<file path="config.mk">
export PLATFORM = sky130hd
export DESIGN_NAME = dual_src_irq_ctrl
export DESIGN_NICKNAME = d
export VERILOG_FILES = /design/src/rtl/dsic_pkg.sv /design/src/rtl/dsic_edge_detect.sv /design/src/rtl/dsic_flag_regs.sv /design/src/rtl/dsic_prio.sv /design/src/rtl/dsic_dispatch.sv /design/src/rtl/dual_src_irq_ctrl.sv
export SDC_FILE = /design/constraint.sdc
export NUM_CORES = 1
export LEC_CHECK = 0
export ABC_AREA = 1
export BUFFER_PORTS_ARGS = -buffer_cell sky130_fd_sc_hd__buf_4
export CORE_UTILIZATION = 47
export CTS_BUF_LIST = sky130_fd_sc_hd__clkbuf_8
export DETAILED_ROUTE_END_ITERATION = 12
export PLACE_DENSITY = 0.81
export SLEW_MARGIN = 15
export SYNTH_ARGS = -nofsm -noshare
export SYNTH_HDL_FRONTEND = slang
export SYNTH_SLANG_ARGS = --single-unit
</file>
<file path="constraint.sdc">
create_clock -name clk -period 1.4 [get_ports clk]
set_input_delay 0.35 -clock clk [delete_from_list [all_inputs] [get_ports clk]]
set_output_delay 0.35 -clock clk [all_outputs]
set_load 0.02 [all_outputs]
</file>
<file path="src/rtl/dsic_pkg.sv">
package dsic_pkg;

   typedef enum logic {
      DSP_IDLE = 1'b0,
      DSP_WAIT = 1'b1
   } dsp_state_e;

   function automatic int unsigned cnt_width(input int unsigned n);
      return (n < 2) ? 1 : $clog2(n);
   endfunction

endpackage

</file>
<file path="src/rtl/dsic_edge_detect.sv">
module dsic_edge_detect #(
   parameter int unsigned PORT_W = 4
) (
   input  logic              clk,
   input  logic              rst_n,
   input  logic [PORT_W-1:0] pins,
   input  logic [PORT_W-1:0] mask,
   output logic              fall
);

   logic [PORT_W-1:0] prev_q;
   logic [PORT_W-1:0] hit;

   always_ff @(posedge clk or negedge rst_n) begin
      if (!rst_n) prev_q <= '0;
      else        prev_q <= pins;
   end

   for (genvar i = 0; i < PORT_W; i++) begin : g_pin
      assign hit[i] = mask[i] & prev_q[i] & ~pins[i];
   end

   assign fall = |hit;

endmodule

</file>
<file path="src/rtl/dsic_flag_regs.sv">
module dsic_flag_regs #(
   parameter int unsigned REG_W    = 4,
   parameter int unsigned TMR_BIT  = 3,
   parameter int unsigned PORT_BIT = 0
) (
   input  logic             clk,
   input  logic             rst_n,
   input  logic             reg_sel,
   input  logic             reg_wr,
   input  logic [REG_W-1:0] reg_wdata,
   input  logic             set_tmr,
   input  logic             set_port,
   input  logic             drop_en,
   output logic [REG_W-1:0] rdata,
   output logic             tmr_req,
   output logic             port_req,
   output logic             tmr_en,
   output logic             port_en
);

   localparam logic [REG_W-1:0] ONE  = {{(REG_W-1){1'b0}}, 1'b1};
   localparam logic [REG_W-1:0] USED = (ONE << TMR_BIT) | (ONE << PORT_BIT);

   logic [REG_W-1:0] req_q;
   logic [REG_W-1:0] en_q;
   logic [REG_W-1:0] hw_set;
   logic             wr_req;
   logic             wr_en;

   assign wr_req = reg_wr & ~reg_sel;
   assign wr_en  = reg_wr &  reg_sel;

   always_comb begin
      hw_set           = '0;
      hw_set[TMR_BIT]  = set_tmr;
      hw_set[PORT_BIT] = set_port;
   end

   always_ff @(posedge clk or negedge rst_n) begin
      if (!rst_n) begin
         req_q <= '0;
      end else if (wr_req) begin
         req_q <= (reg_wdata & USED) | hw_set;
      end else begin
         req_q <= req_q | hw_set;
      end
   end

   always_ff @(posedge clk or negedge rst_n) begin
      if (!rst_n) begin
         en_q <= '0;
      end else if (drop_en) begin
         en_q <= '0;
      end else if (wr_en) begin
         en_q <= reg_wdata & USED;
      end
   end

   assign rdata    = reg_sel ? en_q : req_q;
   assign tmr_req  = req_q[TMR_BIT];
   assign port_req = req_q[PORT_BIT];
   assign tmr_en   = en_q[TMR_BIT];
   assign port_en  = en_q[PORT_BIT];

endmodule

</file>
<file path="src/rtl/dsic_prio.sv">
module dsic_prio #(
   parameter int unsigned     VEC_W       = 12,
   parameter logic [VEC_W-1:0] TMR_VEC    = 12'h008,
   parameter logic [VEC_W-1:0] PORT_VEC   = 12'h00C,
   parameter bit               TIMER_FIRST = 1'b1
) (
   input  logic             tmr_req,
   input  logic             tmr_en,
   input  logic             port_req,
   input  logic             port_en,
   output logic             qual_any,
   output logic [VEC_W-1:0] vec
);

   logic tmr_q;
   logic port_q;

   assign tmr_q    = tmr_req  & tmr_en;
   assign port_q   = port_req & port_en;
   assign qual_any = tmr_q | port_q;

   if (TIMER_FIRST) begin : g_tmr_first
      assign vec = tmr_q ? TMR_VEC : PORT_VEC;
   end else begin : g_port_first
      assign vec = port_q ? PORT_VEC : TMR_VEC;
   end

endmodule

</file>
<file path="src/rtl/dsic_dispatch.sv">
module dsic_dispatch
   import dsic_pkg::*;
#(
   parameter int unsigned FOLLOW_INSNS = 2,
   parameter int unsigned VEC_W        = 12
) (
   input  logic             clk,
   input  logic             rst_n,
   input  logic             qual_any,
   input  logic             insn_done,
   input  logic [VEC_W-1:0] vec_sel,
   output logic             fire,
   output logic             take_q,
   output logic [VEC_W-1:0] vec_q
);

   localparam int unsigned      CNT_W = cnt_width(FOLLOW_INSNS + 1);
   localparam logic [CNT_W-1:0] LAST  = CNT_W'(FOLLOW_INSNS);
   localparam logic [CNT_W-1:0] STEP  = CNT_W'(1);

   dsp_state_e       state_q;
   logic [CNT_W-1:0] cnt_q;

   assign fire = (state_q == DSP_WAIT) && qual_any && insn_done && (cnt_q == LAST);

   always_ff @(posedge clk or negedge rst_n) begin
      if (!rst_n) begin
         state_q <= DSP_IDLE;
         cnt_q   <= '0;
         take_q  <= 1'b0;
         vec_q   <= '0;
      end else begin
         take_q <= fire;
         if (fire) vec_q <= vec_sel;
         case (state_q)
            DSP_IDLE: begin
               if (qual_any) begin
                  state_q <= DSP_WAIT;
                  cnt_q   <= insn_done ? STEP : '0;
               end
            end
            DSP_WAIT: begin
               if (!qual_any || fire) begin
                  state_q <= DSP_IDLE;
                  cnt_q   <= '0;
               end else if (insn_done) begin
                  cnt_q <= cnt_q + STEP;
               end
            end
            default: begin
               state_q <= DSP_IDLE;
               cnt_q   <= '0;
            end
         endcase
      end
   end

endmodule

</file>
<file path="src/rtl/dual_src_irq_ctrl.sv">
module dual_src_irq_ctrl #(
   parameter int unsigned      REG_W        = 4,
   parameter int unsigned      PORT_W       = 4,
   parameter int unsigned      TMR_BIT      = 3,
   parameter int unsigned      PORT_BIT     = 0,
   parameter int unsigned      VEC_W        = 12,
   parameter logic [VEC_W-1:0] TMR_VEC      = 12'h008,
   parameter logic [VEC_W-1:0] PORT_VEC     = 12'h00C,
   parameter int unsigned      FOLLOW_INSNS = 2,
   parameter bit               TIMER_FIRST  = 1'b1
) (
   input  logic              clk,
   input  logic              rst_n,
   input  logic              reg_sel,
   input  logic              reg_wr,
   input  logic [REG_W-1:0]  reg_wdata,
   output logic [REG_W-1:0]  reg_rdata,
   input  logic              tmr_ovf,
   input  logic [PORT_W-1:0] port_pins,
   input  logic [PORT_W-1:0] port_edge_mask,
   input  logic              insn_done,
   output logic              irq_take,
   output logic [VEC_W-1:0]  irq_vector,
   output logic              wake
);

   if (TMR_BIT >= REG_W || PORT_BIT >= REG_W) begin : g_bad_bit_pos
      $error("flag bit position outside the register width");
   end
   if (TMR_BIT == PORT_BIT) begin : g_bad_bit_share
      $error("timer and port flags must use distinct bits");
   end
   if (FOLLOW_INSNS < 1) begin : g_bad_follow
      $error("at least one following instruction is required");
   end
   if (PORT_W < 1) begin : g_bad_port_w
      $error("port width must be at least one");
   end

   logic             port_fall;
   logic             tmr_req;
   logic             port_req;
   logic             tmr_en;
   logic             port_en;
   logic             qual_any;
   logic             fire;
   logic [VEC_W-1:0] vec_sel;

   dsic_edge_detect #(.PORT_W(PORT_W)) u_edge (
      .clk   (clk),
      .rst_n (rst_n),
      .pins  (port_pins),
      .mask  (port_edge_mask),
      .fall  (port_fall)
   );

   dsic_flag_regs #(
      .REG_W    (REG_W),
      .TMR_BIT  (TMR_BIT),
      .PORT_BIT (PORT_BIT)
   ) u_flags (
      .clk       (clk),
      .rst_n     (rst_n),
      .reg_sel   (reg_sel),
      .reg_wr    (reg_wr),
      .reg_wdata (reg_wdata),
      .set_tmr   (tmr_ovf),
      .set_port  (port_fall),
      .drop_en   (fire),
      .rdata     (reg_rdata),
      .tmr_req   (tmr_req),
      .port_req  (port_req),
      .tmr_en    (tmr_en),
      .port_en   (port_en)
   );

   dsic_prio #(
      .VEC_W       (VEC_W),
      .TMR_VEC     (TMR_VEC),
      .PORT_VEC    (PORT_VEC),
      .TIMER_FIRST (TIMER_FIRST)
   ) u_prio (
      .tmr_req  (tmr_req),
      .tmr_en   (tmr_en),
      .port_req (port_req),
      .port_en  (port_en),
      .qual_any (qual_any),
      .vec      (vec_sel)
   );

   dsic_dispatch #(
      .FOLLOW_INSNS (FOLLOW_INSNS),
      .VEC_W        (VEC_W)
   ) u_dispatch (
      .clk       (clk),
      .rst_n     (rst_n),
      .qual_any  (qual_any),
      .insn_done (insn_done),
      .vec_sel   (vec_sel),
      .fire      (fire),
      .take_q    (irq_take),
      .vec_q     (irq_vector)
   );

   assign wake = tmr_req & tmr_en;

endmodule

</file>
After elaboration in Yosys (flattened, before gate mapping)
Cells that the tools add are included.
{"block": "classes", "addsub": 1, "eq_ne": 3, "muxes": 13, "bitwise_logic": 21, "reduce_logical": 8}
{"op": "$mux W4", "count": 4}
{"op": "$and A1 B1 Y1", "count": 12}
{"op": "$or A4 B4 Y4", "count": 2}
{"op": "$mux W2", "count": 3}
{"op": "$not A1 Y1", "count": 6}
{"op": "$pmux W2 S2", "count": 1}
{"op": "$reduce_or A4 Y1", "count": 1}
{"op": "$logic_and A1 B1 Y1", "count": 3}
{"op": "$mux W1", "count": 3}
{"op": "$mux W3", "count": 1}
{"op": "$ne A3 B3 Y1 const B", "count": 1}
{"op": "$add A2 B1 Y2 const B", "count": 1}
{"op": "$eq A2 B2 Y1 const B", "count": 1}
{"op": "$ne A2 B1 Y1 const B", "count": 1}
{"op": "$pmux W1 S2", "count": 1}
{"op": "$reduce_and A2 Y1", "count": 1}
{"op": "$reduce_bool A2 Y1", "count": 1}
{"op": "$logic_not A1 Y1", "count": 1}
{"op": "$logic_or A1 B1 Y1", "count": 1}
{"op": "$or A1 B1 Y1", "count": 1}
{"block": "word_totals", "ff_bits": 28, "inputBits": 18, "out_inout_bits": 18}

Logic depth before layout (Yosys ltp)
{"block": "logic_depth", "depth_word": 8, "ltp_mapped": 7, "ltp_nobuf": 7}

Cells and area by module
From an unflattened synthesis, not the netlist that was laid out.
{"block": "unflattened", "hier_cells": 151, "area_unflattened_um2": 1193.6}
{"module": "dsic_dispatch", "n_inst": 1, "cells_each": 76, "area_each_um2": 678.2, "seq_area_each_um2": 400.4}
{"module": "dsic_flag_regs", "n_inst": 1, "cells_each": 42, "area_each_um2": 260.2, "seq_area_each_um2": 100.1}
{"module": "dsic_edge_detect", "n_inst": 1, "cells_each": 15, "area_each_um2": 141.4, "seq_area_each_um2": 100.1}
{"module": "dsic_prio", "n_inst": 1, "cells_each": 16, "area_each_um2": 106.4, "seq_area_each_um2": 0.0}
{"module": "dual_src_irq_ctrl", "n_inst": 1, "cells_each": 2, "area_each_um2": 7.5, "seq_area_each_um2": 0.0}

Worst setup path before layout
No wires, ideal clock.
{"block": "synth_timing", "kind": "reg-to-output", "from": "register u_flags.req_q[0]", "to": "output port reg_rdata[0]", "t_arrival_ns": 0.862, "required_ns": 1.050, "path_slack_ns": 0.188, "path_stages_with_launch": 3, "n_path_buf": 0, "cell_sequence": "dfrtp_1 > inv_1 > o21ai_0"}
{"block": "synth_via", "elab_chain_len": 1}
{"item": "start, declared", "line_no": "dsic_flag_regs.sv:24", "rtl": "logic [REG_W-1:0] req_q;"}
{"item": "start signal, assigned", "line_no": "dsic_flag_regs.sv:43", "rtl": "req_q <= (reg_wdata & USED) | hw_set;"}
{"item": "start signal, assigned", "line_no": "dsic_flag_regs.sv:45", "rtl": "req_q <= req_q | hw_set;"}
{"item": "$mux W4", "line_no": "dsic_flag_regs.sv:59", "rtl": "assign rdata = reg_sel ? en_q : req_q;"}
{"item": "end, declared", "line_no": "dual_src_irq_ctrl.sv:17", "rtl": "output logic [REG_W-1:0] reg_rdata,"}
Every way passes these cells.

Final worst setup path
{"block": "layout_timing", "from": "register u_flags.en_q[3]", "to": "output port wake"}
{"block": "layout_via", "elab_chain_len": 1}
{"item": "start, declared", "line_no": "dsic_flag_regs.sv:25", "rtl": "logic [REG_W-1:0] en_q;"}
{"item": "start signal, assigned", "line_no": "dsic_flag_regs.sv:55", "rtl": "en_q <= reg_wdata & USED;"}
{"item": "$and A1 B1 Y1", "line_no": "dual_src_irq_ctrl.sv:105", "rtl": "assign wake = tmr_req & tmr_en;"}
{"item": "end, declared", "line_no": "dual_src_irq_ctrl.sv:24", "rtl": "output logic wake"}
Every way passes these cells.

==> results.ini <==
[logic_synthesis]
syn_inst = 91
synth_warnings = 0
ys_seq_area_share_pct = 46.7
async_flop_share_pct = 100
yosys.area.top_type_share_pct = 46.7
ys_seq_elements = 14
synth.cell_area_um2 = 749
synth.distinct_cells = 18
synthTopCellsByArea = dfrtp_1, buf_4, nand2_1, inv_1, nand2_2
ys.flop_type = dfrtp_1
synth_top_area_cell = dfrtp_1
synth-edff-count = 0
syn_avg_cell_area_um2 = 8.24

[sta]
skew_ns = 0.00105
final_hold_viol_count = 0
finalCritPeriodShare_pct = 93.5
rsz0062_at_grt = false
fin_tns_setup_ns = 0
max_freq_mhz = 764
drv_slew = 0
setup_violations = 0
fin_crit_ns = 1.31
holdWs_ns = 0.214

[global_route]
grt-ovfl-total = 0
gr-max-usage-layer = met2
grt_max_degree = 15
grt_usage_pct = 17.2
grt_util_met3_pct = 3.91
grt_pass1_wl_um = 2280
grt_pass1_vias = 570
use_met2_pct = 29.7
gr-usage-met1_pct = 20.3
antenna_found_initial = 0

[finish]
seq_area_um2 = 350
area_delta_synth_final_pct = 25.9
drive_above_1_share_pct = 30.2
multi_input_area_um2 = 302
diodes = 0
fill_cells = 128
nNetsFinal = 136

[clock_tree]
cts_setup_buffers = 0
cts_root_buffer = clkbuf_8
cts_tree = yes
clk_pin_slew_ns = 0.06
cts_inserted_buffers = 3
clock_sinks = 14
insertion_delay_ns = 0.24
htree_levels = 1
clockBufferDepth = 2

[pwr]
pwr-share-seq_pct = 39.8
p_int_uw = 903
combPwrFrac_pct = 30.9
swShare_pct = 33.1
vdd_drop_max_mv = 0.793
power_switching_uw = 447
clkPwrFrac_pct = 29.4
power_leakage_nw = 0.558
power.density_nw_per_um2 = 1430

[route]
drc = 0
drt_wl_total_um = 1310
drt-pass1-iter-count = 4
wl_per_cell_um = 9.89
drtIter0Drc = 13
ant_nets = 0
vias = 593
avgViaCountPerCell = 4.49

[job]
maxCapViolations = 0

[critical_path]
cp-start-kind = register
timing.rr.start = u_dispatch.cnt_q[0]$_DFFE_PN0P_
crit_start = u_flags.en_q[3]$_DFFE_PN0P_
cp_max_fo = 3
required_ns = 1.05
crit_path_end_kind = primary output
crit_arrival_ns = 0.96
crit_type = reg2out

[floorplanning]
die_x_um = 41.9
die_area_um2 = 1760
core-area_um2 = 1490
die_y_um = 41.9
ios = 36
rows = 14
start_util_pct = 50.3

[placed_design]
io_buffers = 21
gp_congestion = 0.715
dpl.hpwl_um = 1000

[worst_hold_path]
hold_path_startpoint = port_pins[2]
hp-class = in2reg

[run_status]
status = finished, final reports clean

path summary, 6_finish.rpt:
kind,to,slack (ns),cells after the start
max,wake,0.09,3
min,u_edge.prev_q[2]$_DFF_PN0_,0.21,1
max reg2reg,u_dispatch.vec_q[3]$_DFFE_PN0P_,0.21,7
min reg2reg,u_dispatch.vec_q[3]$_DFFE_PN0P_,0.48,1
max in group asynchronous,u_dispatch.cnt_q[0]$_DFFE_PN0P_,0.71,2
min in group asynchronous,u_dispatch.cnt_q[1]$_DFFE_PN0P_,0.52,2
worst max-delay path: stages, from the launching register on:
cell and delay [ns]:
dfrtp_1 0.40, nand2_2 0.11, inv_1 0.06, buf_4 0.15
flip-flops by register name (all words and copies together) (netlist names):
register / flops
u_flags.req_q: 2
u_flags.en_q: 2
u_dispatch.cnt_q: 2
u_dispatch.take_q: 1
u_dispatch.state_q: 1
u_dispatch.vec_q: 2
u_edge.prev_q: 4
cells in the final DEF (no fill, tap or decap), drive strengths merged:
master,n
a21oi,1
buf,21
clkbuf,4
conb,12
dfrtp,14
dlygate4sd3,1
ha,1
inv,13
nand2,30
nand3,5
nand3b,2
nand4,1
nor2,5
o21ai,5
or2,1
per-layer routing:
layer	routed length [um]	part of all wire [%]
met1	544	42
met2	700	54
met3	60	4.6
met4	0	0
met5	0	0
cell usage after synthesis (2+ instances only):
master,n
nand2_2,4
nand2_4,2
inv_1,10
nand3b_1,2
nor2_1,5
o21ai_1,3
nand3_1,4
inv_2,3
o21ai_0,2
dfrtp_1,14
buf_4,12
nand2_1,24
cell families (layout without fill, tap and decap cells):
| group | Yosys count | count (layout) | synth area share, % |
|---|---|---|---|
| adders and majority gates | 1 | 1 | 1.67 |
| AOI/OAI and AO/OA | 6 | 6 | 4.01 |
| and+or+nand+nor | 44 | 44 | 28.5 |
| other | 1 | 12 | 0.500 |
| DFF | 14 | 14 | 46.7 |
| buffers and inverters | 25 | 39 | 18.5 |
repair_timing:
item	4_1_cts	5_1_grt
hold endpoints to repair	14	0
endpoints found under the setup margin	0	1
hold buffers	1	0
gates resized for setup	0	1
power by group through the flow:
stage,logic [mW],registers [mW],clock network [mW]
after floorplan,0.272,0.567,0
after CTS,0.419,0.539,0.407
after detailed placement,0.413,0.546,0
after global placement,0.403,0.542,0
after global routing,0.473,0.548,0.416
final,0.417,0.537,0.397
cell type report:
cell class,count,area share (%)
Clock buffer,4,5.84
Tap cell,16,2.12
Timing Repair Buffer,22,17.8
Sequential cell,14,37.1
Multi-Input combinational cell,63,32.0
Inverter,13,5.17
metrics by stage:
step	setup slack, ns	utilization [%]	std cells	area [um^2]	power (mW)
3_5_place_dp	0.200	59.0	127	878	0.959
4_1_cts	0.0283	63.4	132	943	1.37
5_1_grt	0.0378	63.4	132	943	1.44
6_report	0.0916	63.4	132	943	1.35
2_1_floorplan	0.188	-	102	791	0.839
3_3_place_gp	0.235	59.0	127	878	0.945
Power figures use the tool's default switching activity.
